File: config.mk
export PLATFORM = sky130hd
export DESIGN_NAME = burst_sio
export DESIGN_NICKNAME = d
export VERILOG_FILES = /design/src/rtl/burst_sio_pkg.sv /design/src/rtl/burst_sio_ctrl.sv /design/src/rtl/burst_sio_dp.sv /design/src/rtl/burst_sio.sv
export SDC_FILE = /design/constraint.sdc
export NUM_CORES = 1
export LEC_CHECK = 0
export BUFFER_PORTS_ARGS = -buffer_cell sky130_fd_sc_hd__buf_2
export CORE_ASPECT_RATIO = 0.7
export CORE_MARGIN = 4
export CORE_UTILIZATION = 60
export DETAILED_ROUTE_END_ITERATION = 10
export PLACE_DENSITY = 0.78
export SYNTH_ARGS = -nofsm -noshare
export SYNTH_HDL_FRONTEND = slang
export SYNTH_SLANG_ARGS = --single-unit
File: constraint.sdc
create_clock -name clk -period 6 [get_ports clk]
set_input_delay 1.2 -clock clk [delete_from_list [all_inputs] [get_ports clk]]
set_output_delay 1.2 -clock clk [all_outputs]
set_load 0.005 [all_outputs]
File: src/rtl/burst_sio_pkg.sv
package burst_sio_pkg;

  // Strobes issued by the sequencer to the datapath, one cycle each
  typedef struct packed {
    logic loadSh;    // copy selected buffer slot into shift register
    logic fallEdge;  // drive sck low and present next bit on so
    logic riseEdge;  // drive sck high and shift si in
    logic storeRx;   // write shift register back into selected slot
    logic decPtr;    // step the pointer down by one
    logic setIrq;    // burst finished
  } strobe_t;

  typedef enum logic [1:0] {
    S_IDLE,
    S_LOAD,
    S_SHIFT,
    S_STORE
  } state_t;

endpackage

File: src/rtl/burst_sio_ctrl.sv
module burst_sio_ctrl
  import burst_sio_pkg::*;
#(
  parameter int DATA_W = 8,
  parameter int DIV    = 2
) (
  input  logic    clk,
  input  logic    rstN,
  input  logic    start,
  input  logic    ptrZero,
  output strobe_t stb,
  output logic    busy
);

  localparam int CW = (DIV > 1) ? $clog2(DIV) : 1;
  localparam int BW = (DATA_W > 1) ? $clog2(DATA_W) : 1;
  localparam logic [CW-1:0] CNT_LAST = CW'(DIV - 1);
  localparam logic [BW-1:0] BIT_LAST = BW'(DATA_W - 1);

  state_t          state, stateNext;
  logic [CW-1:0]   divCnt;
  logic            highNext;   // 0: next edge is falling, 1: next edge is rising
  logic [BW-1:0]   bitCnt;
  logic            edgeTick;

  assign edgeTick = (state == S_SHIFT) && (divCnt == CNT_LAST);
  assign busy     = (state != S_IDLE);

  always_comb begin
    stb       = '0;
    stateNext = state;
    unique case (state)
      S_IDLE:  if (start) stateNext = S_LOAD;
      S_LOAD: begin
        stb.loadSh = 1'b1;
        stateNext  = S_SHIFT;
      end
      S_SHIFT: begin
        if (edgeTick) begin
          stb.fallEdge = !highNext;
          stb.riseEdge = highNext;
          if (highNext && (bitCnt == BIT_LAST)) stateNext = S_STORE;
        end
      end
      S_STORE: begin
        stb.storeRx = 1'b1;
        if (ptrZero) begin
          stb.setIrq = 1'b1;
          stateNext  = S_IDLE;
        end else begin
          stb.decPtr = 1'b1;
          stateNext  = S_LOAD;
        end
      end
      default: stateNext = S_IDLE;
    endcase
  end

  always_ff @(posedge clk or negedge rstN) begin
    if (!rstN) begin
      state    <= S_IDLE;
      divCnt   <= '0;
      highNext <= 1'b0;
      bitCnt   <= '0;
    end else begin
      state <= stateNext;
      if (state == S_LOAD) begin
        divCnt   <= '0;
        highNext <= 1'b0;
        bitCnt   <= '0;
      end else if (state == S_SHIFT) begin
        if (edgeTick) begin
          divCnt   <= '0;
          highNext <= !highNext;
          if (highNext) bitCnt <= bitCnt + 1'b1;
        end else begin
          divCnt <= divCnt + 1'b1;
        end
      end
    end
  end

endmodule

File: src/rtl/burst_sio_dp.sv
module burst_sio_dp
  import burst_sio_pkg::*;
#(
  parameter int PTR_W  = 5,
  parameter int DATA_W = 8
) (
  input  logic              clk,
  input  logic              rstN,
  input  strobe_t           stb,
  input  logic              busy,
  input  logic              bufWe,
  input  logic [PTR_W-1:0]  bufAddr,
  input  logic [DATA_W-1:0] bufWdata,
  input  logic              ptrWe,
  input  logic [PTR_W-1:0]  ptrWdata,
  input  logic              trigWe,
  input  logic [DATA_W-1:0] trigData,
  input  logic              rxEn,
  input  logic              irqClr,
  input  logic              si,
  input  logic [PTR_W-1:0]  rdAddr,
  output logic [DATA_W-1:0] rdData,
  output logic [PTR_W-1:0]  ptr,
  output logic              ptrZero,
  output logic              irqFlag,
  output logic              sck,
  output logic              so
);

  localparam int DEPTH = 1 << PTR_W;

  logic [DATA_W-1:0] mem [DEPTH];
  logic [DATA_W-1:0] shReg;

  // Buffer RAM: the engine's write-back has priority, host writes only when idle
  always_ff @(posedge clk) begin
    if (stb.storeRx && rxEn)
      mem[ptr] <= shReg;
    else if (bufWe && !busy)
      mem[bufAddr] <= bufWdata;
  end

  assign rdData  = mem[rdAddr];
  assign ptrZero = (ptr == '0);

  always_ff @(posedge clk or negedge rstN) begin
    if (!rstN) begin
      shReg   <= '0;
      ptr     <= '0;
      irqFlag <= 1'b0;
      sck     <= 1'b1;
      so      <= 1'b0;
    end else begin
      // Shift register: the trigger value lands here but is replaced before shifting
      if (stb.loadSh)
        shReg <= mem[ptr];
      else if (stb.riseEdge)
        shReg <= {shReg[DATA_W-2:0], si};
      else if (trigWe && !busy)
        shReg <= trigData;

      if (stb.fallEdge) begin
        sck <= 1'b0;
        so  <= shReg[DATA_W-1];
      end else if (stb.riseEdge) begin
        sck <= 1'b1;
      end

      if (stb.decPtr)
        ptr <= ptr - 1'b1;
      else if (ptrWe && !busy)
        ptr <= ptrWdata;

      if (stb.setIrq)
        irqFlag <= 1'b1;
      else if (irqClr)
        irqFlag <= 1'b0;
    end
  end

endmodule

File: src/rtl/burst_sio.sv
module burst_sio
  import burst_sio_pkg::*;
#(
  parameter int PTR_W  = 5,
  parameter int DATA_W = 8,
  parameter int DIV    = 2
) (
  input  logic              clk,
  input  logic              rstN,
  input  logic              bufWe,
  input  logic [PTR_W-1:0]  bufAddr,
  input  logic [DATA_W-1:0] bufWdata,
  input  logic              ptrWe,
  input  logic [PTR_W-1:0]  ptrWdata,
  input  logic              trigWe,
  input  logic [DATA_W-1:0] trigData,
  input  logic              rxEn,
  input  logic              irqClr,
  input  logic [PTR_W-1:0]  rdAddr,
  output logic [DATA_W-1:0] rdData,
  output logic [PTR_W-1:0]  ptr,
  output logic              busy,
  output logic              irqFlag,
  output logic              sck,
  output logic              so,
  input  logic              si
);

  strobe_t stb;
  logic    ptrZero;

  burst_sio_ctrl #(.DATA_W(DATA_W), .DIV(DIV)) uCtrl (
    .clk     (clk),
    .rstN    (rstN),
    .start   (trigWe),
    .ptrZero (ptrZero),
    .stb     (stb),
    .busy    (busy)
  );

  burst_sio_dp #(.PTR_W(PTR_W), .DATA_W(DATA_W)) uDp (
    .clk      (clk),
    .rstN     (rstN),
    .stb      (stb),
    .busy     (busy),
    .bufWe    (bufWe),
    .bufAddr  (bufAddr),
    .bufWdata (bufWdata),
    .ptrWe    (ptrWe),
    .ptrWdata (ptrWdata),
    .trigWe   (trigWe),
    .trigData (trigData),
    .rxEn     (rxEn),
    .irqClr   (irqClr),
    .si       (si),
    .rdAddr   (rdAddr),
    .rdData   (rdData),
    .ptr      (ptr),
    .ptrZero  (ptrZero),
    .irqFlag  (irqFlag),
    .sck      (sck),
    .so       (so)
  );

endmodule

==> flow_summary.yaml <==
setup_path:
  r2r-start: "uCtrl.state[0]"
  required_ns: 4.80
  worst_path_most_repeated_cell: "mux4_2"
  crit_path_start: "rdAddr[0]"
  rr_endpoint: "uDp.mem[27][6]"
  startpoint_type: "primary input"
  worstRegToRegCells: 5
  crit_chain: "buf_4 > buf_12 > mux4_2 > mux4_2 > mux2_2 > buf_2"
  critPathArrivalTime_ns: 3.57
  critical_path_class: "in2out"
  cpLargestDelayFamily: "multiplexers"
  end_kind: "output pin"
  slowest_delay_ns: 0.53
  crit_path_max_fanout: 31
  worst_path_max_delay_cell: "mux4_2"
  cp_num_buf_inv: 3
  ff2ff_setup_slack_ns: 2.35
global_routing:
  grt_pass1_wl_um: 53440
  grt_pass1_vias: 8597
  grt_remaining_overflow: 0
  grt_usage: 0.2847
  grt_max_degree: 84
  antenna_found_initial: 0
floorplanning:
  fp.dieW_um: 187.4
  start_util: 0.6174
  die_area_sq_um: 25040
  core_area_sq_um: 21900
  core.rowCount: 45
  die_height_um: 133.6
  ios: 56
sta:
  fin_crit_ns: 4.774
  slew_headroom: 0.1089
  max_freq_mhz: 209.5
  hold-worst-slack_ns: 0.4643
  finalHoldViolCount: 0
  setup_slack_ns: 1.226
  tightest_slew_ns: 1.332
  final.period_utilization: 0.7957
  grt_setup_unrepaired: "no"
  tns_ns: 0
  setup_violations: 0
  slew_violations: 0
  finClkSkew_ns: 0.008983
synth:
  synthArstFlopShare: 0.08244
  yosys_warnings: 0
  ys_ff_latch: 279
  synth_ff_type: "edfxtp_1"
  syn-num-nets: 884
  synth_edf_count: 256
  syn-cell-area_sq_um: 13520
  avgSynthCellArea_sq_um: 16.16
  ys_types: 41
  postSynthCellCount: 837
  ys_seq_area_frac: 0.6111
clocking:
  clock-sinks: 279
  clkLatencyLatePin_ns: 0.54
  clkTransAtPathRegs_ns: 0.06
  cts-root-buf: "clkbuf_16"
  cts-resized-gates: 0
  numCtsBuffers: 27
  clock_path_buffers: 3
  holdBufCountCts: 0
  cts_tree: "done"
  h-tree-depth: 1
  cts_setup_buffers: 0
drt:
  first_pass_iters: 6
  routedWlPerCell_um: 30.57
  wl_met1_um: 14250
  dr_wl_met2_um: 16170
  drc_errors: 0
  vias: 8599
  viasPerCell: 7.312
  wirelength_um: 35950
  drt_first_iter_violations: 1220
  routed.top_layer: "met4"
  wl_met3_um: 4625
  detail-route-antenna-nets: 0
outcome:
  outcome: "complete, no violations"
job:
  drv_cap: 0
placed_design:
  hpwl_um: 23440
  routabilityCongestion: 0.9515
  pre_cts_ws_ns: 1.214
  numPortBuffers: 55
worst_hold_path:
  min_to: "uDp.sck"
  hp-class: "reg2reg"
  hp-start: "uDp.sck"
  hold_path_depth: 2
power_and_ir_drop:
  power_leakage_nw: 5.129
  seq_power_share: 0.412
  power_density_nw_per_um2: 458.2
  internal_power_w: 0.004427
  power.total_w: 0.006827
  p_comb_frac: 0.334
  p_sw_w: 0.002400
  p_sw_frac: 0.3515
  clkPwrFrac: 0.254
  ir_drop_v: 0.0004057
final_layout:
  drive_gt1_frac: 0.2416
  nets: 921
  area_growth_pct: 10.18
  final_util: 0.6803
  antenna_cells: 0
-- power by group through the flow --
stage | Clock (W) | Sequential (W) | Combinational (W)
finish | 0.00174 | 0.00281 | 0.00228
global route | 0.00184 | 0.00283 | 0.00242
CTS | 0.00175 | 0.00280 | 0.00225
detailed placement | 0 | 0.00284 | 0.00224
global placement | 0 | 0.00283 | 0.00215
floorplan | 0 | 0.00273 | 0.00159
-- worst reg2reg max path: cells and delay by family, from the launching register on --
family                   cells  cell delay (ns)
flip-flops                   1             0.40
AO/OA/AOI/OAI                1             0.48
adder cells (fa/ha/maj)      1             0.35
AND/OR/NAND/NOR              2             1.86
buffers and inverters        1             0.16
-- Yosys cell counts (8+ instances only) --
| cell | instances | area share |
|---|---|---|
| mux4_2 | 80 | 0.13 |
| inv_1 | 10 | 0.0028 |
| nand2_1 | 38 | 0.011 |
| buf_2 | 14 | 0.0052 |
| o22ai_1 | 8 | 0.0037 |
| edfxtp_1 | 256 | 0.57 |
| a21oi_1 | 12 | 0.0044 |
| nor2_1 | 42 | 0.012 |
| buf_4 | 8 | 0.0044 |
| clkbuf_1 | 28 | 0.0078 |
| ha_1 | 8 | 0.0074 |
| a22o_1 | 24 | 0.016 |
| o21ai_0 | 17 | 0.0063 |
| mux2i_1 | 131 | 0.097 |
| o31ai_1 | 10 | 0.0056 |
| dfrtp_1 | 22 | 0.041 |
| a22oi_1 | 30 | 0.017 |
| buf_1 | 8 | 0.0022 |
| a221oi_1 | 24 | 0.016 |
| mux2_2 | 17 | 0.014 |
-- worst max-delay path by stage --
stage,depth (start not counted),slack (ns),end
detailed placement,6,1.21,rdData[3]
global placement,6,1.26,rdData[3]
global route,6,1.09,rdData[3]
floorplan,5,1.90,rdData[0]
CTS,6,1.20,rdData[3]
finish,6,1.23,rdData[3]
-- cell families (layout without fill, tap and decap cells) --
family,after synthesis,after routing,share of synthesized area
flip-flops,279,279,0.6111
multiplexers,228,228,0.2444
AO/OA/AOI/OAI,145,145,0.07957
AND/OR/NAND/NOR,108,108,0.03433
buffers and inverters,69,126,0.02322
adder cells (fa/ha/maj),8,8,0.007402
-- placed cells by master (no fill, tap or decap), drive strengths merged, types with 5 or more instances in the layout --
cell / instances
edfxtp: 256
mux2i: 131
mux4: 80
buf: 67
nor2: 42
nand2: 38
a22oi: 30
clkbuf: 29
a22o: 24
a221oi: 24
dfrtp: 22
o21ai: 18
mux2: 17
clkinv: 13
a21oi: 12
inv: 10
o31ai: 10
o22ai: 8
ha: 8
nor3: 7
a31oi: 6
nand3: 5
-- state kept, by name (all words and copies together) (netlist names) --
name            count
uDp.mem           256
uDp.shReg           8
uDp.ptr             5
uCtrl.bitCnt        3
uCtrl.state         2
uCtrl.divCnt        1
uCtrl.highNext      1
uDp.irqFlag         1
uDp.sck             1
uDp.so              1
-- cell type report --
class	count	area, sq um
Tap cell	282	352.8
Multi-Input combinational cell	489	4952
Timing Repair Buffer	67	392.9
Inverter	10	37.54
Clock inverter	20	202.7
Clock buffer	29	693.2
Sequential cell	279	8268
Fill cell	1419	7003
-- stage by stage --
step           std cells  area, sq um
6_report            1176        14900
3_3_place_gp        1127        14000
2_1_floorplan        837        13520
4_1_cts             1176        14900
5_1_grt             1176        14900
3_5_place_dp        1127        14000
-- metal layers --
layer,global-route usage,vias up
met5,0,-
met4,0.07702,0
met3,0.08015,60
met2,0.4253,621
met1,0.4196,4405
li1,-,3513
No activity file was read; power rests on OpenSTA's default activity.
